===== config.mk =====
export PLATFORM = sky130hd
export DESIGN_NAME = lin_master_ctrl
export DESIGN_NICKNAME = d
export VERILOG_FILES = /design/src/rtl/lin_master_pkg.sv /design/src/rtl/lin_baud_gen.sv /design/src/rtl/lin_rx_sync.sv /design/src/rtl/lin_chk_acc.sv /design/src/rtl/lin_master_ctrl.sv
export SDC_FILE = /design/constraint.sdc
export NUM_CORES = 1
export LEC_CHECK = 0
export BUFFER_PORTS_ARGS = -buffer_cell sky130_fd_sc_hd__buf_2
export CAP_MARGIN = 10
export CORE_ASPECT_RATIO = 0.7
export CORE_MARGIN = 3
export CORE_UTILIZATION = 25
export CTS_CLUSTER_SIZE = 12
export DETAILED_ROUTE_END_ITERATION = 8
export HOLD_SLACK_MARGIN = 0.08
export PLACE_DENSITY_LB_ADDON = 0.12
export SLEW_MARGIN = 30
export SYNTH_ARGS = -nofsm -noshare
export SYNTH_HDL_FRONTEND = slang
export SYNTH_SLANG_ARGS = --single-unit

===== constraint.sdc =====
create_clock -name clk -period 4.8 [get_ports clk]
set_clock_uncertainty 0.15 [all_clocks]
set_input_delay 1.44 -clock clk [delete_from_list [all_inputs] [get_ports clk]]
set_output_delay 1.44 -clock clk [all_outputs]
set_load 0.02 [all_outputs]

===== src/rtl/lin_master_pkg.sv =====
package lin_master_pkg;

  typedef enum logic [2:0] {
    ERR_NONE     = 3'd0,
    ERR_BIT      = 3'd1,
    ERR_TIMEOUT  = 3'd2,
    ERR_CHECKSUM = 3'd3,
    ERR_FRAMING  = 3'd4
  } lin_err_e;

  typedef enum logic [2:0] {
    ST_IDLE,
    ST_BREAK,
    ST_DELIM,
    ST_TXCHAR,
    ST_WAITDATA,
    ST_RXWAIT,
    ST_RXCHAR
  } lin_state_e;

  typedef enum logic [1:0] {
    CH_SYNC,
    CH_PID,
    CH_DATA,
    CH_CSUM
  } lin_char_e;

  localparam logic [7:0] SYNC_BYTE = 8'h55;

  // identifier with its two parity bits on top
  function automatic logic [7:0] lin_pid(input logic [5:0] id);
    logic p_lo;
    logic p_hi;
    p_lo = id[0] ^ id[1] ^ id[2] ^ id[4];
    p_hi = ~(id[1] ^ id[3] ^ id[4] ^ id[5]);
    return {p_hi, p_lo, id};
  endfunction

endpackage


===== src/rtl/lin_baud_gen.sv =====
module lin_baud_gen #(
  parameter int CLK_DIV = 2604
) (
  input  logic clk,
  input  logic rst_n,
  input  logic restart,
  output logic bit_mid,
  output logic bit_last
);
  localparam int CW = (CLK_DIV > 2) ? $clog2(CLK_DIV) : 2;
  localparam logic [CW-1:0] MID_CNT  = CW'(CLK_DIV / 2);
  localparam logic [CW-1:0] LAST_CNT = CW'(CLK_DIV - 1);

  logic [CW-1:0] cnt_q;

  assign bit_mid  = (cnt_q == MID_CNT);
  assign bit_last = (cnt_q == LAST_CNT);

  always_ff @(posedge clk or negedge rst_n) begin
    if (!rst_n)                   cnt_q <= '0;
    else if (restart || bit_last) cnt_q <= '0;
    else                          cnt_q <= cnt_q + 1'b1;
  end
endmodule


===== src/rtl/lin_rx_sync.sv =====
module lin_rx_sync #(
  parameter int STAGES = 2
) (
  input  logic clk,
  input  logic rst_n,
  input  logic din,
  output logic dout
);
  logic [STAGES-1:0] pipe_q;

  always_ff @(posedge clk or negedge rst_n) begin
    if (!rst_n) pipe_q <= '1;
    else        pipe_q <= {pipe_q[STAGES-2:0], din};
  end

  assign dout = pipe_q[STAGES-1];
endmodule


===== src/rtl/lin_chk_acc.sv =====
module lin_chk_acc (
  input  logic       clk,
  input  logic       rst_n,
  input  logic       clear,
  input  logic [7:0] init_val,
  input  logic       add,
  input  logic [7:0] din,
  output logic [7:0] chk
);
  logic [7:0] acc_q;
  logic [8:0] sum9;

  assign sum9 = {1'b0, acc_q} + {1'b0, din};
  assign chk  = ~acc_q;

  always_ff @(posedge clk or negedge rst_n) begin
    if (!rst_n)     acc_q <= '0;
    else if (clear) acc_q <= init_val;
    else if (add)   acc_q <= sum9[7:0] + {7'd0, sum9[8]};
  end
endmodule


===== src/rtl/lin_master_ctrl.sv =====
module lin_master_ctrl
  import lin_master_pkg::*;
#(
  parameter int CLK_DIV      = 2604,
  parameter int BREAK_BITS   = 13,
  parameter int TIMEOUT_BITS = 140
) (
  input  logic       clk,
  input  logic       rst_n,
  input  logic       start,
  input  logic [5:0] frame_id,
  input  logic       is_request,
  input  logic [2:0] dlen_m1,
  input  logic       enhanced,
  input  logic       wr_valid,
  output logic       wr_ready,
  input  logic [7:0] wr_data,
  output logic       rd_valid,
  output logic [7:0] rd_data,
  output logic       tx,
  input  logic       rx,
  output logic       busy,
  output logic       done,
  output logic       err,
  output logic [2:0] err_code
);
  localparam int BCW = $clog2(((BREAK_BITS > 10) ? BREAK_BITS : 10) + 1);
  localparam int TCW = $clog2(TIMEOUT_BITS + 1);
  localparam logic [BCW-1:0] BRK_LAST = BCW'(BREAK_BITS - 1);
  localparam logic [BCW-1:0] STOP_IDX = BCW'(9);
  localparam logic [TCW-1:0] TMO_LAST = TCW'(TIMEOUT_BITS - 1);

  lin_state_e     state_q;
  lin_char_e      chr_q;
  lin_err_e       code_q;
  logic [9:0]     sh_q;
  logic           tx_q;
  logic [BCW-1:0] bitcnt_q;
  logic [2:0]     idx_q;
  logic [3:0]     ridx_q;
  logic [2:0]     nm1_q;
  logic [7:0]     pid_q;
  logic           req_q;
  logic [TCW-1:0] tmo_q;
  logic [7:0]     rxsh_q;
  logic           done_q;
  logic           rd_valid_q;
  logic [7:0]     rd_data_q;

  logic       rx_s;
  logic       bit_mid;
  logic       bit_last;
  logic       start_go;
  logic       load_data;
  logic       resp_phase;
  logic       tmo_hit;
  logic       rx_detect;
  logic       rx_stop;
  logic       data_left;
  logic       baud_restart;
  logic       acc_add;
  logic [7:0] acc_din;
  logic [7:0] acc_init;
  logic [7:0] chk_val;

  lin_rx_sync #(.STAGES(2)) rx_sync_i (
    .clk (clk), .rst_n (rst_n), .din (rx), .dout (rx_s)
  );

  lin_baud_gen #(.CLK_DIV(CLK_DIV)) baud_i (
    .clk (clk), .rst_n (rst_n), .restart (baud_restart),
    .bit_mid (bit_mid), .bit_last (bit_last)
  );

  lin_chk_acc chk_i (
    .clk (clk), .rst_n (rst_n), .clear (start_go), .init_val (acc_init),
    .add (acc_add), .din (acc_din), .chk (chk_val)
  );

  always_comb begin
    start_go     = (state_q == ST_IDLE) && start;
    load_data    = (state_q == ST_WAITDATA) && wr_valid;
    resp_phase   = (state_q == ST_RXWAIT) || (state_q == ST_RXCHAR);
    tmo_hit      = resp_phase && bit_last && (tmo_q == TMO_LAST);
    rx_detect    = (state_q == ST_RXWAIT) && !rx_s && !tmo_hit;
    rx_stop      = (state_q == ST_RXCHAR) && bit_mid && (bitcnt_q == STOP_IDX) && rx_s;
    data_left    = (ridx_q <= {1'b0, nm1_q});
    baud_restart = start_go || load_data || rx_detect;
    acc_add      = load_data || (rx_stop && data_left);
    acc_din      = load_data ? wr_data : rxsh_q;
    acc_init     = enhanced ? lin_pid(frame_id) : 8'h00;
  end

  always_ff @(posedge clk or negedge rst_n) begin
    if (!rst_n) begin
      state_q    <= ST_IDLE;
      chr_q      <= CH_SYNC;
      code_q     <= ERR_NONE;
      sh_q       <= '1;
      tx_q       <= 1'b1;
      bitcnt_q   <= '0;
      idx_q      <= '0;
      ridx_q     <= '0;
      nm1_q      <= '0;
      pid_q      <= '0;
      req_q      <= 1'b0;
      tmo_q      <= '0;
      rxsh_q     <= '0;
      done_q     <= 1'b0;
      rd_valid_q <= 1'b0;
      rd_data_q  <= '0;
    end else begin
      done_q     <= 1'b0;
      rd_valid_q <= 1'b0;
      unique case (state_q)
        ST_IDLE: begin
          tx_q <= 1'b1;
          if (start_go) begin
            state_q  <= ST_BREAK;
            code_q   <= ERR_NONE;
            tx_q     <= 1'b0;
            bitcnt_q <= '0;
            pid_q    <= lin_pid(frame_id);
            req_q    <= is_request;
            nm1_q    <= dlen_m1;
          end
        end
        ST_BREAK: begin
          if (bit_mid && rx_s) begin
            state_q <= ST_IDLE; tx_q <= 1'b1; done_q <= 1'b1; code_q <= ERR_BIT;
          end else if (bit_last) begin
            if (bitcnt_q == BRK_LAST) begin
              state_q  <= ST_DELIM;
              tx_q     <= 1'b1;
              bitcnt_q <= '0;
            end else begin
              bitcnt_q <= bitcnt_q + 1'b1;
            end
          end
        end
        ST_DELIM: begin
          if (bit_mid && !rx_s) begin
            state_q <= ST_IDLE; tx_q <= 1'b1; done_q <= 1'b1; code_q <= ERR_BIT;
          end else if (bit_last) begin
            state_q  <= ST_TXCHAR;
            chr_q    <= CH_SYNC;
            sh_q     <= {1'b1, SYNC_BYTE, 1'b0};
            tx_q     <= 1'b0;
            bitcnt_q <= '0;
          end
        end
        ST_TXCHAR: begin
          if (bit_mid && (rx_s != tx_q)) begin
            state_q <= ST_IDLE; tx_q <= 1'b1; done_q <= 1'b1; code_q <= ERR_BIT;
          end else if (bit_last) begin
            if (bitcnt_q == STOP_IDX) begin
              bitcnt_q <= '0;
              unique case (chr_q)
                CH_SYNC: begin
                  chr_q <= CH_PID;
                  sh_q  <= {1'b1, pid_q, 1'b0};
                  tx_q  <= 1'b0;
                end
                CH_PID: begin
                  tx_q <= 1'b1;
                  if (req_q) begin
                    state_q <= ST_RXWAIT;
                    tmo_q   <= '0;
                    ridx_q  <= '0;
                  end else begin
                    state_q <= ST_WAITDATA;
                    chr_q   <= CH_DATA;
                    idx_q   <= '0;
                  end
                end
                CH_DATA: begin
                  if (idx_q == nm1_q) begin
                    chr_q <= CH_CSUM;
                    sh_q  <= {1'b1, chk_val, 1'b0};
                    tx_q  <= 1'b0;
                  end else begin
                    idx_q   <= idx_q + 1'b1;
                    state_q <= ST_WAITDATA;
                    tx_q    <= 1'b1;
                  end
                end
                default: begin
                  state_q <= ST_IDLE; tx_q <= 1'b1; done_q <= 1'b1; code_q <= ERR_NONE;
                end
              endcase
            end else begin
              sh_q     <= {1'b1, sh_q[9:1]};
              tx_q     <= sh_q[1];
              bitcnt_q <= bitcnt_q + 1'b1;
            end
          end
        end
        ST_WAITDATA: begin
          tx_q <= 1'b1;
          if (load_data) begin
            state_q  <= ST_TXCHAR;
            sh_q     <= {1'b1, wr_data, 1'b0};
            tx_q     <= 1'b0;
            bitcnt_q <= '0;
          end
        end
        ST_RXWAIT: begin
          tx_q <= 1'b1;
          if (tmo_hit) begin
            state_q <= ST_IDLE; done_q <= 1'b1; code_q <= ERR_TIMEOUT;
          end else begin
            if (bit_last) tmo_q <= tmo_q + 1'b1;
            if (rx_detect) begin
              state_q  <= ST_RXCHAR;
              bitcnt_q <= '0;
            end
          end
        end
        ST_RXCHAR: begin
          tx_q <= 1'b1;
          if (tmo_hit) begin
            state_q <= ST_IDLE; done_q <= 1'b1; code_q <= ERR_TIMEOUT;
          end else if (bit_last) begin
            tmo_q    <= tmo_q + 1'b1;
            bitcnt_q <= bitcnt_q + 1'b1;
          end else if (bit_mid) begin
            if (bitcnt_q == '0) begin
              if (rx_s) state_q <= ST_RXWAIT;
            end else if (bitcnt_q != STOP_IDX) begin
              rxsh_q <= {rx_s, rxsh_q[7:1]};
            end else if (!rx_s) begin
              state_q <= ST_IDLE; done_q <= 1'b1; code_q <= ERR_FRAMING;
            end else if (data_left) begin
              rd_valid_q <= 1'b1;
              rd_data_q  <= rxsh_q;
              ridx_q     <= ridx_q + 1'b1;
              state_q    <= ST_RXWAIT;
            end else begin
              state_q <= ST_IDLE;
              done_q  <= 1'b1;
              code_q  <= (rxsh_q == chk_val) ? ERR_NONE : ERR_CHECKSUM;
            end
          end
        end
        default: begin
          state_q <= ST_IDLE;
          tx_q    <= 1'b1;
        end
      endcase
    end
  end

  assign tx       = tx_q;
  assign busy     = (state_q != ST_IDLE);
  assign wr_ready = (state_q == ST_WAITDATA);
  assign done     = done_q;
  assign err_code = code_q;
  assign err      = (code_q != ERR_NONE);
  assign rd_valid = rd_valid_q;
  assign rd_data  = rd_data_q;
endmodule


==> results_dict.tcl <==
set metrics [dict create \
    outcome "finished, final reports clean" \
    route.met3.wl_um 865 \
    nets 700 \
    synthXorXnorAreaFrac 0.0659 \
    intPower_uw 1710 \
    rsz0062_at_grt "no" \
    setup_tns_ps 0 \
    fp.dieArea_mm2 0.0242 \
    synth_top_area_frac 0.345 \
    worstSetupEndpointType "flip-flop" \
    ys_ff_latch 88 \
    p_leak_uw 0.00296 \
    clkPwrFrac 0.262 \
    num_antenna_cells 0 \
    ff2ff_setup_slack_ps 350 \
    finalNonFillerCells 936 \
    clkTransAtPathRegs_ps 70 \
    initial_core_util 0.256 \
    synth_edf_count 0 \
    drc 0 \
    synth_top_family_by_area "simple AND/OR/NAND/NOR gates" \
    postSynth.topFlopCell "dfrtp_1" \
    worst_skew_pair.late_latency_ps 360 \
    vias_per_cell 4.86 \
    fmax_mhz 225 \
    cts_buffers 9 \
    yosys.area.top_type "dfrtp_1" \
    synth-simple-area-share 0.207 \
    place_inst 919 \
    synth-compound-area-share 0.133 \
    core_mm2 0.0218 \
    cts_tree "yes" \
    comb_power_share 0.370 \
    cts_sinks 88 \
    swShare 0.399 \
    wl_met2_um 6220 \
    port_buffers 40 \
    ys_warn_count 0 \
    ir_drop_v 0.000203 \
    antenna_found_initial 0 \
    synth_cell_types 69 \
    synth_fa_ha_area_frac 0.0619 \
    highest_layer "met4" \
    die_h_um 131 \
    min_period_ps 4450 \
    cts.htree.levels 3 \
    syn-num-nets 656 \
    core.rowCount 45 \
    drtIter0Drc 276 \
    grt_pass1_vias 4386 \
    required_ps 4880 \
    synth.cell_area_mm2 0.00558 \
    routed_wl_um 16900 \
    slew_violations 0 \
    hold_viol_final 0 \
    ys_async_sr_fraction 1.00 \
    cap_viol_max_count 0 \
    dp_hpwl_um 12800 \
    syn_to_final_growth_pct 15.7 \
    p_per_area_mw_per_mm2 440 \
    crit_path_start_kind "flip-flop" \
    clockBufferDepth 2 \
    gp_congestion 0.853 \
    ant_nets 0 \
    final.hold.worst_slack_ps 216 \
    p_seq_frac 0.368 \
    die_width_um 185 \
    met1_length_um 9650 \
    track_usage 0.146 \
    synth.area.mux_share 0.0991 \
    path_class "reg2reg" \
    setup_viol 0 \
    final_util 0.296 \
    drt-pass1-iter-count 5 \
    cp_max_fo 8 \
    gr-total-overflow 0 \
    drive_gt1_frac 0.205 \
    finalCritPeriodShare 0.926 \
    hp-class "reg2reg" \
    cts_setup_buffers 0 \
    ios 41 \
    postCtsHoldBufs 0 \
    ys_seq_area_frac 0.397 \
    critPathArrivalTime_ps 4530 \
    cts_resized 0 \
    grt_pass1_wl_um 26800 \
    synthCells 605 \
    avgRoutedWirePerCell_um 18.0 \
    fillCellCount 2320 \
    vias 4545 \
    worst_pin_slew_ps 975 \
    grt_max_degree 79 \
    root_buffer "clkbuf_16" \
    syn_avg_cell_area_um2 9.22 \
    slew_headroom 0.346 \
    switchingPower_uw 1130 \
    synthTopCellsByArea "dfrtp_1 35%, mux2_2 6.7%, ha_1 5.8%" \
]
[synthesized netlist by cell type, types with 4 or more instances]
cell      instances
and3_1           11
xnor2_1          30
xor2_1           12
mux2_2           33
nand2_1          76
clkbuf_1         13
inv_1            31
nand4_1           9
nor2b_1           7
buf_2             5
a21oi_1          25
a211oi_1          5
a31oi_1           7
nor3_1            6
nor2_1           60
dfstp_2          11
o21ai_0          37
nand3_1          21
nor4_1            5
or2_2             4
ha_1             26
mux2i_1          14
o22ai_1          11
dfrtp_1          77
nand2b_1          6
[kinds of logic (layout without fill, tap and decap cells)]
kind of cell	count (synthesis)	count (layout)
AO/OA/AOI/OAI	118	118
flip-flops	88	88
adder cells (fa/ha/maj)	27	27
XOR/XNOR	42	42
buffers and inverters	51	100
AND/OR/NAND/NOR	229	229
multiplexers	50	50
[power by group through the flow]
stage	sequential (uW)	combinational, uW	clock [uW]
floorplan	994	758	0
global placement	1060	1040	0
detailed placement	1060	1050	0
CTS	1040	1050	772
global route	1060	1180	805
finish	1050	1050	744
[registers in the layout (all words and copies together), names as in the netlist]
register and cells:
req_q 1, done 1, rxsh_q 8, rd_data 8
chr_q 2, rd_valid 1, idx_q 3, nm1_q 3
pid_q 8, err_code 3, ridx_q 4, sh_q 8
tmo_q 8, rx_sync_i.pipe_q 2, bitcnt_q 4, baud_i.cnt_q 12
state_q 3, tx 1, chk_i.acc_q 8
[path summary, 6_finish.rpt]
check | cells after the start | to | start
max in group asynchronous | 2 | nm1_q[0] | rst_n
worst max register to register | 19 | chk_i.acc_q[7] | state_q[1]
min in group asynchronous | 1 | rd_valid | rst_n
worst min-delay path | 0 | rx_sync_i.pipe_q[1] | rx_sync_i.pipe_q[0]
worst min register to register | 0 | rx_sync_i.pipe_q[1] | rx_sync_i.pipe_q[0]
worst max-delay path | 19 | chk_i.acc_q[7] | state_q[1]
[layout make-up]
type,count,area [um2],area share
multi-input combinational,466,3160,0.490
sequential,88,2220,0.343
tap,282,353,0.0547
timing repair buffer,52,297,0.0459
clock buffer,9,225,0.0349
inverter,32,120,0.0186
clock inverter,7,80.1,0.0124
[through the flow]
step	worst slack, ps	cell area [um2]	power (uW)
after floorplan	285	5580	1750
after global placement	87.9	6140	2100
after detailed placement	51.4	6140	2100
after CTS	348	6450	2870
after global routing	83.2	6450	3050
final	353	6450	2840
[layout by cell type, fill, tap and decap left out, types with 12 or more instances in the layout]
cell and count:
o21ai_0 37, mux2i_1 14, ha_1 26, a21oi_1 25
buf_4 12, xor2_1 12, mux2_2 33, dfrtp_1 77
xnor2_1 30, buf_2 39, inv_1 31, nand3_1 21
nor2_1 60, nand2_1 76
[per-layer routing]
| layer | track usage | vias to the layer above |
|---|---|---|
| met1 | 0.239 | 2209 |
| met3 | 0.0365 | 12 |
| li1 | - | 2223 |
| met2 | 0.187 | 101 |
| met4 | 0.0307 | 0 |
| met5 | 0 | - |
[critical path, stage by stage (launching register included)]
cell and delay (ps):
dfrtp_1 380, or3b_2 600, inv_2 210, and2_1 270, mux2_2 370, ha_1 220
inv_1 80, fa_1 190, nor2b_1 70, o31a_1 260, o21ai_0 160, nand2b_1 70
a21o_1 200, ha_1 220, nand3b_1 80, inv_1 60, and3_1 190, a311o_1 350
o221ai_1 70, o22ai_1 110
(Power assumes the default switching activity.)
